**src/rtl/modesup_pkg.sv**
```systemverilog
package modesup_pkg;
  typedef enum logic [1:0] {
    MS_RESET  = 2'd0,
    MS_NREQ   = 2'd1,
    MS_NORMAL = 2'd2,
    MS_SLEEP  = 2'd3
  } ms_mode_e;

  function automatic int unsigned max_of3(int unsigned a, int unsigned b, int unsigned c);
    int unsigned m;
    m = (a > b) ? a : b;
    return (m > c) ? m : c;
  endfunction
endpackage

```
**src/rtl/modesup_rst_sync.sv**
```systemverilog
module modesup_rst_sync (
  input  logic clk,
  input  logic rst_n,
  output logic rst_sync_n
);
  logic [1:0] sync_q;

  always_ff @(posedge clk or negedge rst_n) begin
    if (!rst_n) sync_q <= 2'b00;
    else        sync_q <= {sync_q[0], 1'b1};
  end

  assign rst_sync_n = sync_q[1];
endmodule

```
**src/rtl/modesup_tick_counter.sv**
```systemverilog
module modesup_tick_counter #(
  parameter int unsigned CW = 8
) (
  input  logic          clk,
  input  logic          rst_n,
  input  logic          clr,
  input  logic          inc,
  output logic [CW-1:0] cnt
);
  logic [CW-1:0] cnt_q, cnt_n;

  always_comb begin
    cnt_n = cnt_q;
    if (clr)      cnt_n = '0;
    else if (inc) cnt_n = cnt_q + 1'b1;
  end

  always_ff @(posedge clk or negedge rst_n) begin
    if (!rst_n) cnt_q <= '0;
    else        cnt_q <= cnt_n;
  end

  assign cnt = cnt_q;
endmodule

```
**src/rtl/modesup_wd_window.sv**
```systemverilog
module modesup_wd_window #(
  parameter int unsigned CW        = 8,
  parameter int unsigned WD_PERIOD = 100,
  parameter int unsigned FALLBACK  = 150
) (
  input  logic          cfg_float,
  input  logic [CW-1:0] cnt,
  output logic          period_last,
  output logic          window_closed
);
  localparam logic [CW-1:0] NOM_LAST = CW'(WD_PERIOD - 1);
  localparam logic [CW-1:0] NOM_HALF = CW'(WD_PERIOD / 2);
  localparam logic [CW-1:0] FB_LAST  = CW'(FALLBACK - 1);
  localparam logic [CW-1:0] FB_HALF  = CW'(FALLBACK / 2);

  generate
    if (WD_PERIOD == FALLBACK) begin : g_single
      logic unused_cfg;
      assign unused_cfg    = cfg_float;
      assign period_last   = (cnt == NOM_LAST);
      assign window_closed = (cnt < NOM_HALF);
    end else begin : g_dual
      assign period_last   = cfg_float ? (cnt == FB_LAST) : (cnt == NOM_LAST);
      assign window_closed = cfg_float ? (cnt < FB_HALF)  : (cnt < NOM_HALF);
    end
  endgenerate
endmodule

```
**src/rtl/modesup_fsm.sv**
```systemverilog
module modesup_fsm
  import modesup_pkg::*;
#(
  parameter int unsigned CW           = 8,
  parameter int unsigned RST_HOLD     = 8,
  parameter int unsigned NREQ_TIMEOUT = 150
) (
  input  logic          clk,
  input  logic          rst_n,
  input  logic          tick,
  input  logic          wd_clear,
  input  logic          go_normal,
  input  logic          vdd_uv,
  input  logic          vdd_ot,
  input  logic          sup_uv,
  input  logic [CW-1:0] cnt,
  input  logic          period_last,
  input  logic          window_closed,
  output logic          cnt_clr,
  output logic          cnt_inc,
  output ms_mode_e      state,
  output logic          to_flag
);
  localparam logic [CW-1:0] HOLD_LAST = CW'(RST_HOLD - 1);
  localparam logic [CW-1:0] NREQ_LAST = CW'(NREQ_TIMEOUT - 1);

  ms_mode_e state_q, state_n;
  logic     ot_pend_q, ot_pend_n;
  logic     flag_q, flag_n;
  logic     restart;

  always_comb begin
    state_n   = state_q;
    ot_pend_n = ot_pend_q;
    flag_n    = flag_q;
    restart   = 1'b0;
    unique case (state_q)
      MS_RESET: begin
        if (ot_pend_q || vdd_ot || (vdd_uv && !sup_uv)) state_n = MS_SLEEP;
        else if (tick && (cnt == HOLD_LAST))             state_n = MS_NREQ;
      end
      MS_NREQ: begin
        if (vdd_ot) begin
          state_n   = MS_RESET;
          ot_pend_n = 1'b1;
        end else if (go_normal) begin
          state_n = MS_NORMAL;
          flag_n  = 1'b0;
        end else if (tick && (cnt == NREQ_LAST)) begin
          state_n = MS_RESET;
        end
      end
      MS_NORMAL: begin
        if (vdd_ot) begin
          state_n   = MS_RESET;
          ot_pend_n = 1'b1;
        end else if (wd_clear) begin
          if (window_closed) begin
            state_n = MS_RESET;
            flag_n  = 1'b1;
          end else begin
            restart = 1'b1;
          end
        end else if (tick && period_last) begin
          state_n = MS_RESET;
          flag_n  = 1'b1;
        end
      end
      default: begin
        state_n = MS_SLEEP;
      end
    endcase
  end

  assign cnt_clr = (state_n != state_q) || restart;
  assign cnt_inc = tick && (state_q != MS_SLEEP);

  always_ff @(posedge clk or negedge rst_n) begin
    if (!rst_n) begin
      state_q   <= MS_RESET;
      ot_pend_q <= 1'b0;
      flag_q    <= 1'b0;
    end else begin
      state_q   <= state_n;
      ot_pend_q <= ot_pend_n;
      flag_q    <= flag_n;
    end
  end

  assign state   = state_q;
  assign to_flag = flag_q;
endmodule

```
**src/rtl/modesup_top.sv**
```systemverilog
module modesup_top
  import modesup_pkg::*;
#(
  parameter int unsigned RST_HOLD     = 8,
  parameter int unsigned NREQ_TIMEOUT = 150,
  parameter int unsigned WD_PERIOD    = 100,
  parameter int unsigned FALLBACK     = 150
) (
  input  logic       clk,
  input  logic       rst_n,
  input  logic       tick,
  input  logic       wd_clear,
  input  logic       go_normal,
  input  logic       cfg_float,
  input  logic       vdd_uv,
  input  logic       vdd_ot,
  input  logic       sup_uv,
  output logic [1:0] mode,
  output logic       rst_req,
  output logic [3:0] wd_status
);
  localparam int unsigned MAXV = max_of3(RST_HOLD, NREQ_TIMEOUT, max_of3(WD_PERIOD, FALLBACK, 1));
  localparam int unsigned CW   = $clog2(MAXV + 1);

  logic          rst_s;
  logic          cnt_clr, cnt_inc;
  logic [CW-1:0] cnt;
  logic          period_last, window_closed;
  ms_mode_e      state;
  logic          to_flag;

  modesup_rst_sync u_rst (
    .clk        (clk),
    .rst_n      (rst_n),
    .rst_sync_n (rst_s)
  );

  modesup_tick_counter #(.CW(CW)) u_cnt (
    .clk   (clk),
    .rst_n (rst_s),
    .clr   (cnt_clr),
    .inc   (cnt_inc),
    .cnt   (cnt)
  );

  modesup_wd_window #(.CW(CW), .WD_PERIOD(WD_PERIOD), .FALLBACK(FALLBACK)) u_win (
    .cfg_float     (cfg_float),
    .cnt           (cnt),
    .period_last   (period_last),
    .window_closed (window_closed)
  );

  modesup_fsm #(.CW(CW), .RST_HOLD(RST_HOLD), .NREQ_TIMEOUT(NREQ_TIMEOUT)) u_fsm (
    .clk           (clk),
    .rst_n         (rst_s),
    .tick          (tick),
    .wd_clear      (wd_clear),
    .go_normal     (go_normal),
    .vdd_uv        (vdd_uv),
    .vdd_ot        (vdd_ot),
    .sup_uv        (sup_uv),
    .cnt           (cnt),
    .period_last   (period_last),
    .window_closed (window_closed),
    .cnt_clr       (cnt_clr),
    .cnt_inc       (cnt_inc),
    .state         (state),
    .to_flag       (to_flag)
  );

  assign mode      = state;
  assign rst_req   = (state == MS_RESET);
  assign wd_status = {to_flag, cfg_float, 2'b00};
endmodule

```
**config.mk**
```make
export PLATFORM = sky130hd
export DESIGN_NAME = modesup_top
export DESIGN_NICKNAME = d
export VERILOG_FILES = /design/src/rtl/modesup_pkg.sv /design/src/rtl/modesup_rst_sync.sv /design/src/rtl/modesup_tick_counter.sv /design/src/rtl/modesup_wd_window.sv /design/src/rtl/modesup_fsm.sv /design/src/rtl/modesup_top.sv
export SDC_FILE = /design/constraint.sdc
export NUM_CORES = 1
export LEC_CHECK = 0
export BUFFER_PORTS_ARGS = -buffer_cell sky130_fd_sc_hd__buf_4
export CAP_MARGIN = 20
export CORE_MARGIN = 2
export CORE_UTILIZATION = 50
export CTS_CLUSTER_SIZE = 24
export DETAILED_ROUTE_END_ITERATION = 8
export GPL_ROUTABILITY_DRIVEN = 0
export PLACE_DENSITY = 0.79
export SLEW_MARGIN = 25
export SYNTH_ARGS = -nofsm -noshare
export SYNTH_HDL_FRONTEND = slang
export SYNTH_SLANG_ARGS = --single-unit
```
**constraint.sdc**
```tcl
create_clock -name clk -period 2.6 [get_ports clk]
set_clock_uncertainty 0.2 [all_clocks]
set_input_delay 0.39 -clock clk [delete_from_list [all_inputs] [get_ports clk]]
set_output_delay 0.39 -clock clk [all_outputs]
set_load 0.05 [all_outputs]
```
==> results.md <==
* Status: finished with violations
* Failing checks: negative hold slack
* Slowest Stage Delay on Critical Path at between 0.4 and 0.5 ns
* Syn. warnings at 0
* Root buffer cell: clkbuf_4
* Layout cells sized above 1 at about a quarter
* Post-synthesis instance total at 111
* Die H at 50.77 um
* Final setup viols at 0
* Largest cells by area after synthesis: dfrtp_1 32%, ha_1 8.0%, nor3_1 4.1%
* Final ANT Viol Nets at 0
* Yosys cell types at 45
* Register area share after synthesis at 32.04%
* R2R setup slack at approximately 0.35 ns
* Area grow syn2layout at 9.382%
* Most used flip-flop cell after synthesis: dfrtp_1
* Resized Gates After CTS at 0
* Crit Path Max Fanout at 8
* First-pass GRT wire length at 3512 um
* DRT Pass-1 Iters at 4
* Initial antenna violation count at 0
* Tot GR Track Use at a little under a fifth
* Pwr Density at 317.1 mW/mm^2
* Post-place setup slack at ~0.38 ns
* H-tree Lvls at 1
* Initial Util at between 50% and 60%
* Final Max Tran Viols at 0
* # rows at 16
* Number of synthesized flops with an enable pin at 0
* R2R depth at 6
* Post-DR wirelength/cell at between 10 and 15 um
* Critical path class: flip-flop to flip-flop
* Most frequent cell after synthesis: dfrtp_1
* Initial DRC count at 14
* Min cycle time layout at approximately 2.3 ns
* Clk buf depth at 2
* Synth async-reset ratio at 100.0%
* Cell Chain, Critical Path: ha_1 > nor4bb_4 > and2_1 > o31ai_1 > o211ai_2 > a2111oi_2
* Post-Route Setup TNS at 0 ns
* Endpoints failing hold at 12
* Num ports at 16
* DRC viols at 0
* FF-to-FF End: u_cnt.cnt[1]
* Dpl hpwl at 1638 um
* Worst path bufs/invs at 0
* Synth area leader: dfrtp_1
* Final period util at ~87%
* Hold_buf cts at 1
* #FFs+latches synth at 14
* Post-CTS Setup Bufs at 0
* Fillcell total at roughly 180
* Worst VDD drop at between 200 and 300 uV
* Leak Pwr at approximately 0.53 nW
* WL final at 2061 um
* Worst Path Required at ~2.6 ns
* Largest net degree at the start of global routing at 13
* Total vias in the final route at ~820
* Top delay family on crit path: compound AO/OA/AOI/OAI gates
* Crit-path slowest cell: dfrtp_1
* Vias in the first global route at between 700 and 800
* Total CTS buffers at 3
* I/O Buffers at 13
* Fin nets at 140
* Die Area at roughly 0.0026 sq mm
* CTS sink count at 14
* ANT cells at 0
* Synthesized area at around 0.0011 sq mm
* Area share of the largest cell type after synthesis at about 32%
* Area of the core at between 0.002 and 0.0025 sq mm
* Unrepaired setup endpoints after global routing: false
* Skew-Pair Late Insertion Delay at ~0.26 ns
* Avg Cell Area, Syn at slightly below 10 sq um
* Top post-synthesis cells by count: 14 x dfrtp_1, 9 x nor2_1, 9 x nor3_1
* Worst Path Arrival at about 2.2 ns
* HP Class: flip-flop to asynchronous set/reset pin
* Critical path capture point type: flip-flop
* Reg2reg start: u_cnt.cnt[0]
* Clock-pin slew on the worst setup and hold paths at about 0.070 ns
* Finished Core Util at approximately three fifths
* Max Cap Viol at 0
* Gr ovfl total at 0
* Die W at approximately 51 um
* Max Freq at about 0.44 GHz
* Crit path launch type: flip-flop
* Vias/cell at ~5.5
* Hold WS at -0.02193 ns
* Final WS setup at about 0.35 ns
* CTS tree: built
==> kinds of logic after synthesis <==
family / count (synthesis) / share of synthesized area (%)
AND/OR/NAND/NOR: 42 / 25.51
AO/OA/AOI/OAI: 25 / 19.45
buffers and inverters: 14 / 8.695
flip-flops: 14 / 32.04
XOR/XNOR: 7 / 5.607
adder cells (fa/ha/maj): 7 / 8.009
other: 2 / 0.6868
==> through the flow <==
stage / instance area (sq um) / hold slack [ns] / power, mW / instances
4_1_cts: 1196 / 0.001033 / 0.3879 / 149
2_1_floorplan: 1097 / -0.1056 / 0.2571 / 112
6_report: 1196 / -0.02193 / 0.3793 / 149
3_5_place_dp: 1164 / -0.02559 / 0.2726 / 145
5_1_grt: 1196 / 0.03317 / 0.4012 / 149
3_3_place_gp: 1164 / -0.02803 / 0.2715 / 145
==> layer usage <==
metal  part of all wire, %  GRT usage, %  vias up  wire length [um]
li1                      -             -      419                 -
met1                    51         26.88      380              1043
met2                    44         26.97       22               917
met3                   4.3         1.786        2                88
met4                  0.58         6.757        0                12
met5                     0             0        -                 0
==> flip-flops by register name, indices dropped and copies added, names as in the netlist <==
name and count:
u_fsm.to_flag 1, u_cnt.cnt 8, u_fsm.state 2, u_rst.sync_q 2, u_fsm.ot_pend_q 1
==> worst max-delay path by stage <==
stage                         startpoint            to  cells after the start
after CTS                   u_cnt.cnt[0]  u_cnt.cnt[1]                      6
after detailed placement    u_cnt.cnt[0]  u_cnt.cnt[1]                      6
after floorplan           u_fsm.state[0]  u_cnt.cnt[1]                      5
final                       u_cnt.cnt[0]  u_cnt.cnt[1]                      6
after global routing        u_cnt.cnt[0]  u_cnt.cnt[3]                      6
after global placement      u_cnt.cnt[0]  u_cnt.cnt[1]                      6
==> report_power, final <==
group	internal, mW	switching, mW	total, mW
logic	0.0188	0.0234	0.0422
registers	0.221	0.00652	0.227
clock network	0.0534	0.0564	0.110
total	0.293	0.0863	0.379
==> worst register-to-register path: stages, from the launching register on <==
cell	delay, ns
dfrtp_1	0.46
ha_1	0.29
nor4bb_4	0.17
and2_1	0.20
o31ai_1	0.27
o211ai_2	0.25
a2111oi_2	0.32
==> final cells by class <==
cell class | count | area, sq um | share of cell area [%]
multi-input cells | 84 | 651.9 | 54.50
flip-flops and latches | 14 | 350.3 | 29.29
repair buffers | 15 | 115.1 | 9.623
well taps | 27 | 33.78 | 2.824
clock buffers | 3 | 22.52 | 1.883
inverters | 6 | 22.52 | 1.883
==> cell usage in the layout (no fill, tap or decap), types with 3 or more instances in the layout <==
cell type / netlist / layout
buf_4: 4 / 14
dfrtp_1: 14 / 14
nor2_1: 9 / 9
nor3_1: 9 / 9
ha_1: 7 / 7
inv_1: 6 / 6
o21ai_0: 4 / 4
nand3_1: 4 / 4
nand2_1: 4 / 4
xnor2_1: 4 / 4
a21oi_1: 3 / 3
xor2_1: 3 / 3
conb_1: 2 / 3
clkbuf_4: 0 / 3
Note: power is estimated with default switching activity, not from simulation.
